--- src/rtl/i2cw_pkg.sv ---
package i2cw_pkg;

  localparam logic [7:0] WIDE_LO_A = 8'h01;
  localparam logic [7:0] WIDE_HI_A = 8'h04;
  localparam logic [7:0] WIDE_ONE  = 8'h09;
  localparam logic [7:0] WIDE_LO_B = 8'h0B;
  localparam logic [7:0] WIDE_HI_B = 8'h25;

  // Strobes from control to datapath, each valid for one clock cycle.
  typedef struct packed {
    logic loadPtr;
    logic loadMsb;
    logic commitWide;
    logic commitNarrow;
  } ctlStrobes_t;

  typedef enum logic [2:0] {
    ST_IDLE,
    ST_ADDR,
    ST_PTR,
    ST_MSB,
    ST_LSB,
    ST_BYTE,
    ST_IGNORE
  } phase_t;

  function automatic logic isWide(input logic [7:0] ptr);
    return ((ptr >= WIDE_LO_A) && (ptr <= WIDE_HI_A)) ||
           (ptr == WIDE_ONE) ||
           ((ptr >= WIDE_LO_B) && (ptr <= WIDE_HI_B));
  endfunction

endpackage

--- src/rtl/i2cw_busmon.sv ---
module i2cw_busmon #(
  parameter int SYNC_STAGES = 2
) (
  input  logic clk,
  input  logic rstN,
  input  logic sclIn,
  input  logic sdaIn,
  output logic sclS,
  output logic sdaS,
  output logic sclRise,
  output logic sclFall,
  output logic startDet,
  output logic stopDet
);
  localparam int LAST = SYNC_STAGES - 1;

  logic [LAST:0] sclChain;
  logic [LAST:0] sdaChain;
  logic          sclQ;
  logic          sdaQ;

  generate
    if (SYNC_STAGES == 1) begin : g_single
      always_ff @(posedge clk or negedge rstN) begin
        if (!rstN) begin
          sclChain <= '1;
          sdaChain <= '1;
        end else begin
          sclChain[0] <= sclIn;
          sdaChain[0] <= sdaIn;
        end
      end
    end else begin : g_multi
      always_ff @(posedge clk or negedge rstN) begin
        if (!rstN) begin
          sclChain <= '1;
          sdaChain <= '1;
        end else begin
          sclChain <= {sclChain[LAST-1:0], sclIn};
          sdaChain <= {sdaChain[LAST-1:0], sdaIn};
        end
      end
    end
  endgenerate

  always_ff @(posedge clk or negedge rstN) begin
    if (!rstN) begin
      sclQ <= 1'b1;
      sdaQ <= 1'b1;
    end else begin
      sclQ <= sclChain[LAST];
      sdaQ <= sdaChain[LAST];
    end
  end

  assign sclS     = sclChain[LAST];
  assign sdaS     = sdaChain[LAST];
  assign sclRise  = sclS & ~sclQ;
  assign sclFall  = ~sclS & sclQ;
  assign startDet = sclS & sclQ & sdaQ & ~sdaS;
  assign stopDet  = sclS & sclQ & ~sdaQ & sdaS;

endmodule

--- src/rtl/i2cw_ctrl.sv ---
module i2cw_ctrl
  import i2cw_pkg::*;
#(
  parameter logic [6:0] DEV_ADDR = 7'h3A
) (
  input  logic        clk,
  input  logic        rstN,
  input  logic        sclS,
  input  logic        sclRise,
  input  logic        sclFall,
  input  logic        startDet,
  input  logic        stopDet,
  input  logic [7:0]  rxByte,
  output logic        shiftEn,
  output logic        ackDrive,
  output ctlStrobes_t ctl
);
  localparam logic [3:0] BITS_PER_BYTE = 4'd8;
  localparam logic [3:0] ACK_SLOT      = 4'd9;

  phase_t     state;
  phase_t     nextState;
  logic [3:0] bitCnt;
  logic       active;
  logic       byteDone;
  logic       accept;

  assign active   = (state != ST_IDLE) && (state != ST_IGNORE);
  assign shiftEn  = active && sclRise && (bitCnt < BITS_PER_BYTE);
  assign byteDone = active && sclFall && (bitCnt == BITS_PER_BYTE);

  always_comb begin
    nextState = state;
    accept    = 1'b1;
    ctl       = '0;
    unique case (state)
      ST_ADDR: begin
        accept    = (rxByte[7:1] == DEV_ADDR) && !rxByte[0];
        nextState = accept ? ST_PTR : ST_IGNORE;
      end
      ST_PTR: begin
        ctl.loadPtr = byteDone;
        nextState   = isWide(rxByte) ? ST_MSB : ST_BYTE;
      end
      ST_MSB: begin
        ctl.loadMsb = byteDone;
        nextState   = ST_LSB;
      end
      ST_LSB: begin
        ctl.commitWide = byteDone;
        nextState      = ST_PTR;
      end
      ST_BYTE: begin
        ctl.commitNarrow = byteDone;
        nextState        = ST_PTR;
      end
      default: begin
        accept = 1'b0;
      end
    endcase
  end

  always_ff @(posedge clk or negedge rstN) begin
    if (!rstN) begin
      state    <= ST_IDLE;
      bitCnt   <= '0;
      ackDrive <= 1'b0;
    end else if (startDet) begin
      state    <= ST_ADDR;
      bitCnt   <= '0;
      ackDrive <= 1'b0;
    end else if (stopDet) begin
      state    <= ST_IDLE;
      bitCnt   <= '0;
      ackDrive <= 1'b0;
    end else if (active) begin
      if (sclRise && (bitCnt < ACK_SLOT)) begin
        bitCnt <= bitCnt + 4'd1;
      end else if (sclFall && (bitCnt == ACK_SLOT)) begin
        bitCnt   <= '0;
        ackDrive <= 1'b0;
      end else if (byteDone) begin
        state    <= nextState;
        ackDrive <= accept;
      end
    end
  end

  // nothing is acknowledged or committed while the transaction is ignored
  p_ignore_quiet_r7: assert property (@(posedge clk) disable iff (!rstN)
    (state == ST_IGNORE) |-> (!ackDrive && !ctl.commitWide && !ctl.commitNarrow));

  // with no transaction open, SDA stays released
  p_idle_release_r9: assert property (@(posedge clk) disable iff (!rstN)
    (state == ST_IDLE) |-> !ackDrive);

  // the acknowledge is only switched on while SCL is low
  p_ack_scl_low_r2: assert property (@(posedge clk) disable iff (!rstN)
    $rose(ackDrive) |-> !sclS);

  // a 16-bit data phase is always left through its second byte
  p_msb_to_lsb_r3: assert property (@(posedge clk) disable iff (!rstN)
    ctl.loadMsb |=> (state == ST_LSB));

endmodule

--- src/rtl/i2cw_dp.sv ---
module i2cw_dp
  import i2cw_pkg::*;
(
  input  logic        clk,
  input  logic        rstN,
  input  logic        sdaS,
  input  logic        shiftEn,
  input  ctlStrobes_t ctl,
  output logic [7:0]  rxByte,
  output logic        wrStrobe,
  output logic [7:0]  wrAddr,
  output logic [15:0] wrData,
  output logic        wrWide
);
  logic [7:0] shiftReg;
  logic [7:0] ptrReg;
  logic [7:0] msbReg;

  assign rxByte = shiftReg;

  always_ff @(posedge clk or negedge rstN) begin
    if (!rstN) begin
      shiftReg <= '0;
      ptrReg   <= '0;
      msbReg   <= '0;
    end else begin
      if (shiftEn) shiftReg <= {shiftReg[6:0], sdaS};
      if (ctl.loadPtr) ptrReg <= shiftReg;
      if (ctl.loadMsb) msbReg <= shiftReg;
    end
  end

  always_ff @(posedge clk or negedge rstN) begin
    if (!rstN) begin
      wrStrobe <= 1'b0;
      wrAddr   <= '0;
      wrData   <= '0;
      wrWide   <= 1'b0;
    end else begin
      wrStrobe <= ctl.commitWide | ctl.commitNarrow;
      if (ctl.commitWide) begin
        wrAddr <= ptrReg;
        wrData <= {msbReg, shiftReg};
        wrWide <= 1'b1;
      end else if (ctl.commitNarrow) begin
        wrAddr <= ptrReg;
        wrData <= {8'h00, shiftReg};
        wrWide <= 1'b0;
      end
    end
  end

  // a register write is a single-cycle pulse
  p_strobe_pulse_r4: assert property (@(posedge clk) disable iff (!rstN)
    wrStrobe |=> !wrStrobe);

  // the width flag of a write agrees with the pointer it carries
  p_width_match_r3: assert property (@(posedge clk) disable iff (!rstN)
    wrStrobe |-> (wrWide == isWide(wrAddr)));

  // an 8-bit write never carries a non-zero upper byte
  p_narrow_zero_r4: assert property (@(posedge clk) disable iff (!rstN)
    (wrStrobe && !wrWide) |-> (wrData[15:8] == 8'h00));

endmodule

--- src/rtl/i2cw_top.sv ---
module i2cw_top
  import i2cw_pkg::*;
#(
  parameter logic [6:0] DEV_ADDR    = 7'h3A,
  parameter int         SYNC_STAGES = 2
) (
  input  logic        clk,
  input  logic        rstN,
  input  logic        sclIn,
  input  logic        sdaIn,
  output logic        sdaPullLow,
  output logic        wrStrobe,
  output logic [7:0]  wrAddr,
  output logic [15:0] wrData,
  output logic        wrWide
);
  logic        sclS;
  logic        sdaS;
  logic        sclRise;
  logic        sclFall;
  logic        startDet;
  logic        stopDet;
  logic        shiftEn;
  logic [7:0]  rxByte;
  ctlStrobes_t ctl;

  i2cw_busmon #(.SYNC_STAGES(SYNC_STAGES)) u_busmon (
    .clk(clk), .rstN(rstN), .sclIn(sclIn), .sdaIn(sdaIn),
    .sclS(sclS), .sdaS(sdaS), .sclRise(sclRise), .sclFall(sclFall),
    .startDet(startDet), .stopDet(stopDet)
  );

  i2cw_ctrl #(.DEV_ADDR(DEV_ADDR)) u_ctrl (
    .clk(clk), .rstN(rstN), .sclS(sclS), .sclRise(sclRise),
    .sclFall(sclFall), .startDet(startDet), .stopDet(stopDet),
    .rxByte(rxByte), .shiftEn(shiftEn), .ackDrive(sdaPullLow), .ctl(ctl)
  );

  i2cw_dp u_dp (
    .clk(clk), .rstN(rstN), .sdaS(sdaS), .shiftEn(shiftEn), .ctl(ctl),
    .rxByte(rxByte), .wrStrobe(wrStrobe), .wrAddr(wrAddr),
    .wrData(wrData), .wrWide(wrWide)
  );

endmodule

--- config.mk ---
export PLATFORM = sky130hd
export DESIGN_NAME = i2cw_top
export DESIGN_NICKNAME = d
export VERILOG_FILES = /design/src/rtl/i2cw_pkg.sv /design/src/rtl/i2cw_busmon.sv /design/src/rtl/i2cw_ctrl.sv /design/src/rtl/i2cw_dp.sv /design/src/rtl/i2cw_top.sv
export SDC_FILE = /design/constraint.sdc
export NUM_CORES = 1
export LEC_CHECK = 0
export BUFFER_PORTS_ARGS = -buffer_cell sky130_fd_sc_hd__clkbuf_2
export CAP_MARGIN = 20
export CORE_MARGIN = 2
export CORE_UTILIZATION = 29
export DETAILED_ROUTE_END_ITERATION = 7
export PLACE_DENSITY = 0.47
export SLEW_MARGIN = 20
export SYNTH_ARGS = -nofsm -noshare
export SYNTH_HDL_FRONTEND = slang
export SYNTH_HIERARCHICAL = 1
export SYNTH_SLANG_ARGS = --single-unit
--- constraint.sdc ---
create_clock -name clk -period 2.6 [get_ports clk]
set_clock_uncertainty 0.15 [all_clocks]
set_input_delay 0.39 -clock clk [delete_from_list [all_inputs] [get_ports clk]]
set_output_delay 0.39 -clock clk [all_outputs]
set_load 0.05 [all_outputs]
# ---- Yosys cells after proc, flatten, opt, wreduce, memory -nomap -nowiden
# Cells that the tools add are included.
dict set report totals {
  romBits 0
  ramBits 0
  output_inout_bits 27
  reg_bits 64
  mem_count 0
  latchBits 0
  elab_cells 101
}
dict set report classes {
  multipliers 0
  mux 31
  reduce_logical 25
  n_bitwise 12
  shift 0
  n_eq_ne 12
  addsub 1
  div 0
  order_cmp 6
}
# cell n
set op_table {}
lappend op_table {{$mux 16} 2}
lappend op_table {{$mux 3} 8}
lappend op_table {{$mux 4} 5}
lappend op_table {{$mux 8} 2}
lappend op_table {{$mux 1} 12}
lappend op_table {{$pmux 3 s4} 1}
lappend op_table {{$logic_and 1x1->1} 10}
lappend op_table {{$ne 3x3->1 const B} 3}
lappend op_table {{$reduce_bool 3->1} 3}
lappend op_table {{$eq 4x4->1 const B} 2}
lappend op_table {{$eq 8x4->1 const B} 1}
lappend op_table {{$ge 8x1->1 const B} 1}
lappend op_table {{$ge 8x4->1 const B} 1}
lappend op_table {{$le 8x3->1 const B} 1}
lappend op_table {{$le 8x6->1 const B} 1}
lappend op_table {{$lt 4x4->1 const B} 2}
lappend op_table {{$reduce_bool 4->1} 2}
lappend op_table {{$and 1x1->1} 7}
lappend op_table {{$eq 7x6->1 const B} 1}
lappend op_table {{$eq 3x2->1 const B} 2}
lappend op_table {{$eq 3x3->1 const B} 2}
lappend op_table {{$reduce_bool 6->1} 1}
lappend op_table {{$reduce_and 5->1} 1}
lappend op_table {{$add 4x1->4 const B} 1}
lappend op_table {{other kinds (11)} 15}

# ---- Longest topological paths before layout
dict set report logic_depth {
  ltp_word 12
  depth_mapped 8
  ltp_nobuf 7
}

# ---- Cells and area by module
# Netlist, hierarchy kept.
# mod instances cells_each area_per_inst_um2
set modules_own_cells {}
lappend modules_own_cells {i2cw_dp 1 108 1905.6}
lappend modules_own_cells {i2cw_ctrl 1 79 651.9}
lappend modules_own_cells {i2cw_busmon 1 10 190.2}

# ---- Worst setup path before layout
# Ideal clock, no wire load.
dict set report synth_timing {
  kind {register to register}
  startpoint {register u_busmon.sclQ}
  endpoint {register u_dp.wrAddr[0]}
  path_slack_ns 0.559
  path_stages_with_launch 7
  setup_time_ns 0.125
  arrival_time_ns 1.766
  n_path_buf 1
  required_time_ns 2.325
  path_cell_list {dfstp_2 -> nor2b_1 -> nand4_1 -> nor2_1 -> nor2_8 -> buf_12 -> mux2_4}
}
# item line_no
set synth_lines {}
lappend synth_lines {{from (decl)} i2cw_busmon.sv:19} ;# logic sclQ;
lappend synth_lines {{from (signal assigned)} i2cw_busmon.sv:51} ;# sclQ <= sclChain[LAST];
lappend synth_lines {{to (signal assigned)} i2cw_dp.sv:42} ;# wrAddr <= ptrReg;
lappend synth_lines {{to (signal assigned)} i2cw_dp.sv:46} ;# wrAddr <= ptrReg;
lappend synth_lines {{to (decl)} i2cw_dp.sv:11} ;# output logic [7:0] wrAddr,

==> results.yml <==
status:
  status: "finished clean"
global_routing:
  grtUsageTotal_pct: 11.2
  antenna_found_initial: 0
  grt_pass1_wl_mm: 8.74
  grt_pass1_vias: 1707
  grt_max_degree: 65
  grt_overflow: 0
final_layout:
  multi_input_comb_area_sq_mm: 0.00105
  design_area_sq_mm: 0.00321
  drive_above_1_share_pct: 42.6
  fin_nets: 245
  num_antenna_cells: 0
  syn_to_final_growth_pct: 16.7
  num-fill-cells: 918
  regArea_sq_mm: 0.00161
synth:
  synth_compound_area_share_pct: 8.70
  synth_ff_type: "dfrtp_1"
  seq_area_frac_synth_pct: 58.6
  yosysTopAreaCellShare_pct: 52.8
  synth_top_family_by_area: "multiplexers"
  yosysMostFrequentCell: "dfrtp_1"
  ys_top_cells_by_count: "58 x dfrtp_1, 29 x mux2_2, 13 x nor2_1"
  netlist_area_sq_mm: 0.00275
  synth-edff-count: 0
  muxShareOfSynthArea_pct: 18.3
  ys_types: 41
  syn_area_per_cell_sq_um: 13.9
  synth-xor-area-share_pct: 0.911
  yosysTopAreaCell: "dfrtp_1"
  postSynthCellCount: 197
  synth_warnings: 6
  synthAdderAreaFrac_pct: 1.37
  syn_nets: 204
  synth-seq-cells: 64
  async_reset_ff_share_pct: 100
  synthTopCellsByArea: "dfrtp_1 53%, mux2_2 12%, mux2_4 6.0%"
  synth-simple-area-share_pct: 8.83
worst_setup_path:
  startpoint_type: "flip-flop"
  r2r-start: "u_ctrl/bitCnt[0]$_DFFE_PN0P_"
  critPathArrivalTime_ns: 2.25
  path_max_fanout: 25
  required_ns: 2.66
  endpoint_kind: "flip-flop"
  cp-startpoint: "u_ctrl/bitCnt[0]$_DFFE_PN0P_"
  path_class: "flip-flop to flip-flop"
floorplan:
  coreArea_sq_mm: 0.00920
  initial_core_util_pct: 29.9
  boundaryPins: 31
  die_h_um: 101
  core.rowCount: 35
  die_area_sq_mm: 0.0103
  chipWidth_um: 101
power:
  powerDensity_mw_per_mm2: 696
  leakage_nw: 1.59
  peakVddDrop_mv: 0.249
  p_total_mw: 2.23
route:
  drtIter0Drc: 87
  wl_per_cell_um: 14.3
  drc_errors: 0
  first_pass_iters: 4
  wirelength_mm: 5.06
  ant_nets: 0
  vias: 1652
  vias_per_cell: 4.68
timing:
  rsz0062_at_grt: "no"
  fin_tns_setup_ns: 0
  period_needed_ns: 2.20
  slew_viol_final: 0
  setup_ws_ns: 0.403
  final_hold_viol_count: 0
  relSlewSlack_pct: 68.4
  fmax_ghz: 0.455
  fin_crit_sh_pct: 84.5
  worstMarginPinSlew_ns: 0.473
  setup_viol: 0
cts:
  htreeDepth: 3
  cts_tree: "built"
  clockBufferDepth: 2
  clk_latency_ns: 0.32
  holdBufCountCts: 3
  cts-root-buf: "clkbuf_8"
  cts.clk_slew.worst_paths_ns: 0.07
  cts_resized: 0
  numCtsBuffers: 9
  clock-sinks: 64
  cts_setup_buffers: 0
hold_path:
  hp-class: "flip-flop to flip-flop"
  hold_path.startpoint: "u_busmon/sclChain[0]$_DFF_PN1_"
place:
  gp_congestion: 0.755
  port_buffers: 30
  post-place-ws_ns: 0.392
  hpwlAfterDp_mm: 3.26
  placed_area_sq_mm: 0.00301
run:
  cap_viol_max_count: 0
==> metrics by stage <==
stage          utilization (%)  hold WS [ns]  std cells
3_5_place_dp              32.8         0.197        335
5_1_grt                   34.9         0.217        353
4_1_cts                   34.9         0.209        353
3_3_place_gp              32.8         0.197        335
2_1_floorplan                -       -0.0556        197
6_report                  34.9         0.207        353
==> routing by layer <==
metal  track usage [%]  part of all wire (%)  vias to the layer above  wire length [um]
met5                 0                     0                        -                 0
met4              4.99                   1.2                        0                60
met3              2.62                   3.7                        5               189
met2              15.5                    43                       27              2190
met1              16.5                    52                      828              2630
li1                  -                     -                      792                 -
==> final cells by class <==
| class | count | area share (%) |
|---|---|---|
| Multi-Input combinational cell | 120 | 32.6 |
| Clock buffer | 10 | 3.98 |
| Inverter | 5 | 0.585 |
| Tap cell | 111 | 4.33 |
| Clock inverter | 5 | 1.09 |
| Timing Repair Buffer | 38 | 7.18 |
| Sequential cell | 64 | 50.2 |
==> sequential cells by signal (all words and copies together), names as in the netlist <==
signal / count
u_dp/msbReg: 8
u_dp/rxByte: 8
u_busmon/sclChain: 2
u_dp/ptrReg: 8
u_dp/wrWide: 1
u_busmon/sdaChain: 2
u_busmon/sclQ: 1
u_ctrl/bitCnt: 4
u_ctrl/ackDrive: 1
u_busmon/sdaQ: 1
u_dp/wrData: 16
u_ctrl/state: 3
u_dp/wrAddr: 8
u_dp/wrStrobe: 1
==> cell families (layout without fill, tap and decap cells) <==
group,count (synthesis),after routing
AO/OA/AOI/OAI,33,33
XOR/XNOR,2,2
adder cells (fa/ha/maj),3,3
buffers and inverters,13,58
flip-flops,64,64
multiplexers,41,41
AND/OR/NAND/NOR,41,41
==> power by group <==
group	switching, mW	internal, mW
logic	0.132	0.135
clock network	0.372	0.340
registers	0.173	1.08
==> worst max-delay path, stage by stage (launching register included) <==
cell and delay (ns):
dfrtp_1 0.42, inv_1 0.09, ha_1 0.26, nand3_2 0.10, nor3_1 0.05, buf_4 0.21, nor2_8 0.40, mux2_2 0.40
==> cells in the final DEF, fill, tap and decap left out, types with 3 or more instances in the layout <==
master and n:
dfrtp_1 58, ha_1 3, clkbuf_8 9, o21ai_0 3
nand2_1 3, nor2_1 13, mux2_4 11, nor3_1 7
buf_4 4, nand2b_1 3, dfstp_2 6, mux2_2 29
nor2b_1 4, a21oi_1 7, dlygate4sd3_1 3, a22o_1 8
clkbuf_2 30, inv_1 5
==> worst paths after layout <==
| kind | to | slack (ns) | cells past startpoint |
|---|---|---|---|
| min | u_busmon/sclChain[1]$_DFF_PN1_ | 0.21 | 0 |
| min reg2reg | u_busmon/sclChain[1]$_DFF_PN1_ | 0.21 | 0 |
| max in group asynchronous | u_busmon/sclQ$_DFF_PN1_ | 1.52 | 3 |
| max | u_dp/wrData[3]$_DFFE_PN0P_ | 0.40 | 7 |
| min in group asynchronous | u_dp/wrData[6]$_DFFE_PN0P_ | 0.46 | 3 |
| max reg2reg | u_dp/wrData[3]$_DFFE_PN0P_ | 0.40 | 7 |
Note: power is estimated with default switching activity, not from simulation.
